===== src/rtl/addr_filter_pkg.sv =====
package addr_filter_pkg;

  localparam int MAC_W     = 48;
  localparam int MAC_BYTES = 6;
  localparam int GROUP_BIT = MAC_W - 8;

  typedef logic [MAC_W-1:0] mac_t;

  // group (multicast/broadcast) flag: lsb of the first transmitted byte
  function automatic logic is_group(input mac_t a);
    return a[GROUP_BIT];
  endfunction

  // address byte carried by a setup-entry offset, or -1 for padding
  function automatic int addr_lane(input int off);
    int grp;
    int sub;
    grp = off / 4;
    sub = off % 4;
    if (sub < 2 && grp < MAC_BYTES / 2)
      return grp * 2 + sub;
    return -1;
  endfunction

endpackage


===== src/rtl/setup_loader.sv =====
module setup_loader
  import addr_filter_pkg::*;
#(
  parameter int ENTRIES     = 16,
  parameter int ENTRY_BYTES = 12,
  parameter int CNT_W       = 5
) (
  input  logic                          clk,
  input  logic                          rst_n,
  input  logic                          start,
  input  logic                          byte_vld,
  input  logic [7:0]                    byte_in,
  output logic [ENTRIES-1:0][MAC_W-1:0] stage_tbl,
  output logic [CNT_W-1:0]              stage_cnt,
  output logic                          commit,
  output logic                          loading
);
  localparam int FRAME_BYTES = ENTRIES * ENTRY_BYTES;
  localparam int IDX_W       = $clog2(FRAME_BYTES);
  localparam int OFF_W       = $clog2(ENTRY_BYTES);
  localparam int SLOT_W      = $clog2(ENTRIES);

  logic [IDX_W-1:0] idx;
  logic [OFF_W-1:0] off;
  mac_t             asm_q;
  mac_t             asm_nx;
  logic             beat;
  logic             entry_end;
  logic             frame_end;
  logic             store;
  int               lane;

  assign beat      = loading && byte_vld && !start;
  assign entry_end = (off == OFF_W'(ENTRY_BYTES - 1));
  assign frame_end = (idx == IDX_W'(FRAME_BYTES - 1));
  assign lane      = addr_lane(int'(off));

  always_comb begin
    asm_nx = asm_q;
    for (int k = 0; k < MAC_BYTES; k++)
      if (lane == k) asm_nx[MAC_W-1-8*k -: 8] = byte_in;
  end

  assign store = beat && entry_end && !is_group(asm_nx);

  always_ff @(posedge clk) begin
    if (!rst_n) begin
      loading   <= 1'b0;
      idx       <= '0;
      off       <= '0;
      asm_q     <= '0;
      stage_cnt <= '0;
      commit    <= 1'b0;
    end else begin
      commit <= 1'b0;
      if (start) begin
        loading   <= 1'b1;
        idx       <= '0;
        off       <= '0;
        asm_q     <= '0;
        stage_cnt <= '0;
      end else if (beat) begin
        asm_q <= asm_nx;
        idx   <= idx + 1'b1;
        off   <= entry_end ? '0 : off + 1'b1;
        if (store) stage_cnt <= stage_cnt + 1'b1;
        if (frame_end) begin
          loading <= 1'b0;
          commit  <= 1'b1;
        end
      end
    end
  end

  always_ff @(posedge clk) begin
    if (store) stage_tbl[stage_cnt[SLOT_W-1:0]] <= asm_nx;
  end

endmodule


===== src/rtl/addr_table.sv =====
module addr_table
  import addr_filter_pkg::*;
#(
  parameter int ENTRIES = 16,
  parameter int CNT_W   = 5
) (
  input  logic                          clk,
  input  logic                          rst_n,
  input  logic                          commit,
  input  logic [ENTRIES-1:0][MAC_W-1:0] stage_tbl,
  input  logic [CNT_W-1:0]              stage_cnt,
  input  logic                          promisc,
  input  logic                          req,
  input  logic [MAC_W-1:0]              addr,
  output logic                          valid_o,
  output logic                          accept_o,
  output logic [CNT_W-1:0]              count_o,
  output logic [ENTRIES-1:0]            hit_vec
);
  logic [ENTRIES-1:0][MAC_W-1:0] live;
  logic                          accept_d;

  for (genvar i = 0; i < ENTRIES; i++) begin : g_cmp
    assign hit_vec[i] = (count_o > CNT_W'(i)) && (live[i] == addr);
  end

  assign accept_d = promisc || is_group(addr) || (|hit_vec);

  always_ff @(posedge clk) begin
    if (!rst_n) begin
      count_o  <= '0;
      valid_o  <= 1'b0;
      accept_o <= 1'b0;
    end else begin
      valid_o  <= req;
      accept_o <= req && accept_d;
      if (commit) count_o <= stage_cnt;
    end
  end

  always_ff @(posedge clk) begin
    if (commit) live <= stage_tbl;
  end

endmodule


===== src/rtl/rx_addr_filter.sv =====
module rx_addr_filter
  import addr_filter_pkg::*;
#(
  parameter int ENTRIES     = 16,
  parameter int ENTRY_BYTES = 12,
  parameter int CNT_W       = $clog2(ENTRIES + 1)
) (
  input  logic             clk,
  input  logic             rst_n,
  input  logic             setup_start,
  input  logic             setup_valid,
  input  logic [7:0]       setup_byte,
  input  logic             promisc,
  input  logic             match_req,
  input  logic [47:0]      match_addr,
  output logic             match_valid,
  output logic             match_accept,
  output logic [CNT_W-1:0] table_count
);
  logic [ENTRIES-1:0][MAC_W-1:0] stage_tbl;
  logic [CNT_W-1:0]              stage_cnt;
  logic                          commit;
  logic                          loading;
  logic [ENTRIES-1:0]            hit_vec;

  setup_loader #(
    .ENTRIES(ENTRIES), .ENTRY_BYTES(ENTRY_BYTES), .CNT_W(CNT_W)
  ) u_loader (
    .clk(clk), .rst_n(rst_n), .start(setup_start),
    .byte_vld(setup_valid), .byte_in(setup_byte),
    .stage_tbl(stage_tbl), .stage_cnt(stage_cnt),
    .commit(commit), .loading(loading)
  );

  addr_table #(
    .ENTRIES(ENTRIES), .CNT_W(CNT_W)
  ) u_table (
    .clk(clk), .rst_n(rst_n), .commit(commit),
    .stage_tbl(stage_tbl), .stage_cnt(stage_cnt),
    .promisc(promisc), .req(match_req), .addr(match_addr),
    .valid_o(match_valid), .accept_o(match_accept),
    .count_o(table_count), .hit_vec(hit_vec)
  );

endmodule


===== config.mk =====
export PLATFORM = sky130hd
export DESIGN_NAME = rx_addr_filter
export DESIGN_NICKNAME = d
export VERILOG_FILES = /design/src/rtl/addr_filter_pkg.sv /design/src/rtl/setup_loader.sv /design/src/rtl/addr_table.sv /design/src/rtl/rx_addr_filter.sv
export SDC_FILE = /design/constraint.sdc
export NUM_CORES = 2
export LEC_CHECK = 0
export BUFFER_PORTS_ARGS = -buffer_cell sky130_fd_sc_hd__buf_4
export CORE_ASPECT_RATIO = 2
export CORE_MARGIN = 2
export CORE_UTILIZATION = 56
export DETAILED_ROUTE_END_ITERATION = 7
export PLACE_DENSITY = 0.84
export SETUP_SLACK_MARGIN = 0.1
export SLEW_MARGIN = 0
export SYNTH_ARGS = -nofsm -noshare
export SYNTH_HDL_FRONTEND = slang
export SYNTH_SLANG_ARGS = --single-unit

===== constraint.sdc =====
create_clock -name clk -period 16.9 [get_ports clk]
set_input_delay 0.845 -clock clk [delete_from_list [all_inputs] [get_ports clk]]
set_output_delay 0.845 -clock clk [all_outputs]
set_load 0.02 [all_outputs]

; ---- After elaboration in Yosys (flattened, before gate mapping)
; Index checks and enable logic that the tools add are counted.
; Widths: inputs -> output; s select.
[totals]
ff_bits = 1610
input_bits = 62
output_inout_bits = 7
wordCells = 142
[classes]
addsub = 4
magnitude_cmp = 20
n_eq_ne = 23
mux = 17
n_bitwise = 2
reduce_logical = 35
[op_table]
columns = op, n
row1 = $bwmux 768, 1
row2 = $eq 48x48->1, 16
row3 = $demux 48 s4, 1
row4 = $eq 32x3->1 const B, 2
row5 = $eq 32x4->1 const B, 2
row6 = $mux 32, 2
row7 = $mux 48, 1
row8 = $mux 8, 6
row9 = $gt 5x4->1 const B, 8
row10 = $eq 32x2->1 const B, 1
row11 = $logic_not 32->1, 1
row12 = $logic_and 1x1->1, 23
row13 = $gt 5x3->1 const B, 4
row14 = $reduce_or 16->1, 1
row15 = $gt 5x1->1 const B, 2
row16 = $gt 5x2->1 const B, 2
row17 = $add 8x1->8 const B, 1
row18 = $eq 8x8->1 const B, 1
row19 = $add 5x1->5 const B, 1
row20 = $lt 4x5->1 const B, 1
row21 = $mux 1, 5
row22 = $add 3x2->4, 1
row23 = $add 4x1->4 const B, 1
row24 = $eq 4x4->1 const B, 1
row25 = other kinds (10), 16

; ---- Logic depth before layout (Yosys ltp)
[logic_depth]
word_depth = 9
ltp_mapped = 11
ltp_nobuf = 9

; ---- Hierarchy
; Synthesis repeated with hierarchy kept, for this count alone.
[unflattened]
cells_unflattened = 3099
area_unflattened_um2 = 59095.4
[modules_own_cells]
columns = mod, instances, cells_per_inst, area_per_inst_um2, seq_area_each_um2
row1 = addr_table, 1, 1963, 32600.0, 23202.3
row2 = setup_loader, 1, 1136, 26495.4, 24403.4

; ---- Worst setup path after synthesis
; No wires, ideal clock.
[synth_path]
kind = register -> register
startpoint = register u_loader.commit
endpoint = register u_table.live[0] (netlist bit), enable pin
setup_time_ps = 1217
arrival_time_ps = 17140
t_required_ps = 15683
slack_ps = -1457
stages_incl_launch_ff = 1
n_path_buf = 0
synth_period_minus_slack_ps = 18357
path_cell_list = dfxtp_1
[synth_rtl]
columns = element, line_no
row1 = from (decl), setup_loader.sv:15  ; output logic commit,
row2 = from (signal assigned), setup_loader.sv:53  ; commit <= 1'b0;
row3 = from (signal assigned), setup_loader.sv:55  ; commit <= 1'b0;
row4 = from (signal assigned), setup_loader.sv:69  ; commit <= 1'b1;
row5 = to (signal assigned), addr_table.sv:42  ; if (commit) live <= stage_tbl;
row6 = to (decl), addr_table.sv:20  ; logic [ENTRIES-1:0][MAC_W-1:0] live;
; No word-level cell between the ends.

; ---- Worst setup path in the final report
[layout_path]
startpoint = register u_loader.commit
endpoint = register u_table.live[432] (netlist bit), enable pin
; No word-level cell between the ends.

==> impl_metrics.json <==
{
  "dp_hpwl_mm": 93.25,
  "avgSynthCellArea_sq_um": 18.85,
  "slew_viol_final": 0,
  "grt_pass1_wl_mm": 225.6,
  "leakage_uw": 0.02000,
  "p_switching_uw": 1554,
  "rows": 167,
  "cts_sinks": 1610,
  "grt.overflow.total": 0,
  "syn_nets": 3179,
  "finalClockSkew_ps": 30.67,
  "ys_warn_count": 0,
  "syn_area_sq_um": 58610,
  "layout-drive-gt1-share": 0.1066,
  "async_reset_ff_frac": 0,
  "hold_buffers": 0,
  "synth_top_area_cell": "edfxtp_1",
  "cts_root_buf": "clkbuf_16",
  "synth-seq-area-share": 0.8122,
  "finalHoldViolCount": 0,
  "critPathLaunchType": "flip-flop",
  "tightestPinTransition_ps": 1374,
  "cts_tree": "yes",
  "gp_congestion": 0.9268,
  "crit_path_max_fanout": 181,
  "grt.total_usage": 0.3152,
  "start_util": 0.5656,
  "num-fill-cells": 6531,
  "clk_pin_slew_ps": 80,
  "dpl.cell_count": 4439,
  "grt_pass1_vias": 29280,
  "hold_class": "primary input to flip-flop",
  "powerDensity_nw_per_um2": 115.5,
  "p_clk_frac": 0.383,
  "layout_common_cells": "edfxtp_1, xnor2_1, xor2_1, nand4_1, clkbuf_16",
  "ys.flop_type": "edfxtp_1",
  "core_sq_um": 103600,
  "place_area_sq_um": 60620,
  "critical_path_required_ps": 17250,
  "grt_start_max_net_pins": 183,
  "firstDrtPassIters": 6,
  "port_buffers": 68,
  "maxCapViolations": 0,
  "synth_top_area_share": 0.7869,
  "vdd_drop_max_uv": 90.29,
  "p_seq_frac": 0.579,
  "die_area_sq_um": 107400,
  "via_per_inst": 6.401,
  "status": "completed",
  "combPwrFrac": 0.038,
  "postRouteWirelength_mm": 167.4,
  "antenna_found_initial": 16,
  "finalInstanceArea_sq_um": 64550,
  "setup_viol": 0,
  "setup_tns_ps": 0,
  "rsz0062_at_grt": "no",
  "ios": 69,
  "finalCoreUtilization": 0.6229,
  "routedWlPerCell_microns": 35.78,
  "multi_input_area_sq_um": 10470,
  "dieWidth_microns": 232.8,
  "fmax_mhz": 246.8,
  "ff_latch_area_sq_um": 47610,
  "drc": 0,
  "drt_iter0_drc": 5788,
  "layout.cells.non_filler": 4678,
  "relSlewSlack": 0.07585,
  "synth_area_leaders": "edfxtp_1, xnor2_1, xor2_1, dfxtp_1, nand4_1",
  "postSynthCellCount": 3110,
  "layout_commonest_cell": "edfxtp_1",
  "worstSetupEndpointType": "flip-flop",
  "syn2layout_area_growth_pct": 10.13,
  "cts_buffers": 117,
  "ys_seq_elements": 1610,
  "cts_buffer_depth": 3,
  "ant_nets": 0,
  "min_period_ps": 4052,
  "p_sw_frac": 0.2084,
  "period_share": 0.2397,
  "htree_levels": 3,
  "cp.arrival_ps": 4400,
  "final_nets": 3276,
  "die_h_microns": 461.5,
  "synth_edf_count": 1536,
  "cts_setup_buffers": 0,
  "p_int_uw": 5901,
  "worstSetupPathType": "flip-flop to flip-flop",
  "vias": 29950,
  "clock_latency_ps": 730,
  "cts_resized": 0,
  "synth_cell_types": 53
}
-- per-layer routing --
layer,track usage,up-vias,part of all wire
li1,-,11800,-
met1,0.3507,14610,0.29
met2,0.5166,2775,0.49
met3,0.07366,755,0.13
met4,0.2566,0,0.098
met5,0,-,0
-- through the flow --
step	setup slack (ps)	hold WS [ps]	total power, uW
2_1_floorplan	6804	400.3	4548
3_3_place_gp	12560	400.1	4669
3_5_place_dp	12380	404.5	4676
4_1_cts	12950	355.5	7442
5_1_grt	12670	412.6	7581
6_report	12850	382.8	7455
-- cell families (layout without fill, tap and decap cells) --
logic type	after synthesis	count (layout)	synth area share
flops	1610	1610	0.8122
xor+xnor	770	770	0.1151
compound gates	55	55	0.005870
simple gates	476	476	0.04406
mux	53	53	0.01005
buf+inv	139	332	0.01129
other cells	0	23	0
fa+ha+maj	7	7	0.001494
-- registers in the layout, indices dropped and copies added (netlist names) --
register / flops
u_loader.off: 4
u_loader.idx: 8
u_loader.loading: 1
u_table.live: 768
u_loader.asm_q: 48
u_loader.stage_tbl: 768
u_table.valid_o: 1
u_table.count_o: 5
u_loader.stage_cnt: 5
u_table.accept_o: 1
u_loader.commit: 1
-- layout make-up --
class                   count  share of cell area
inverters                  14           0.0008140
flip-flops and latches   1610              0.7375
clock buffers             140             0.04749
diodes                     23           0.0008916
well taps                1352             0.02620
clock inverters            75             0.01221
repair buffers            103             0.01268
multi-input cells        1361              0.1622
-- Yosys cell counts, types with 3 or more instances --
master	instances
inv_1	14
nand2_1	52
buf_1	8
nand2b_1	3
and2_1	4
clkbuf_1	17
a22oi_1	3
o21ai_0	3
nor2b_1	5
a21oi_1	25
a31oi_1	4
edfxtp_1	1536
o22ai_1	5
dfxtp_1	74
xor2_1	307
nand4_1	139
mux2_2	47
mux2i_1	6
nand3_1	10
buf_2	97
ha_1	7
xnor2_1	463
nor4_1	102
nor3_1	48
nor2_1	96
-- critical path: stages (launching register included) --
cell and delay [ps]:
dfxtp_4 750, buf_12 620, buf_4 950, buf_4 950
-- power by group through the flow --
stage / registers [uW] / clock network (uW) / logic, uW
global placement: 4410 / 0 / 261
floorplan: 4410 / 0 / 141
CTS: 4320 / 2850 / 273
detailed placement: 4410 / 0 / 268
global route: 4320 / 2980 / 281
finish: 4320 / 2850 / 283
-- path summary, 6_finish.rpt --
path                           start                 to  slack [ps]  cells past startpoint
max                  u_loader.commit  u_table.live[432]       12850                      3
min                      setup_start   u_loader.loading         380                      3
max reg2reg          u_loader.commit  u_table.live[432]       12850                      3
min reg2reg  u_loader.stage_tbl[323]  u_table.live[323]         400                      0
Power figures use the tool's default switching activity.
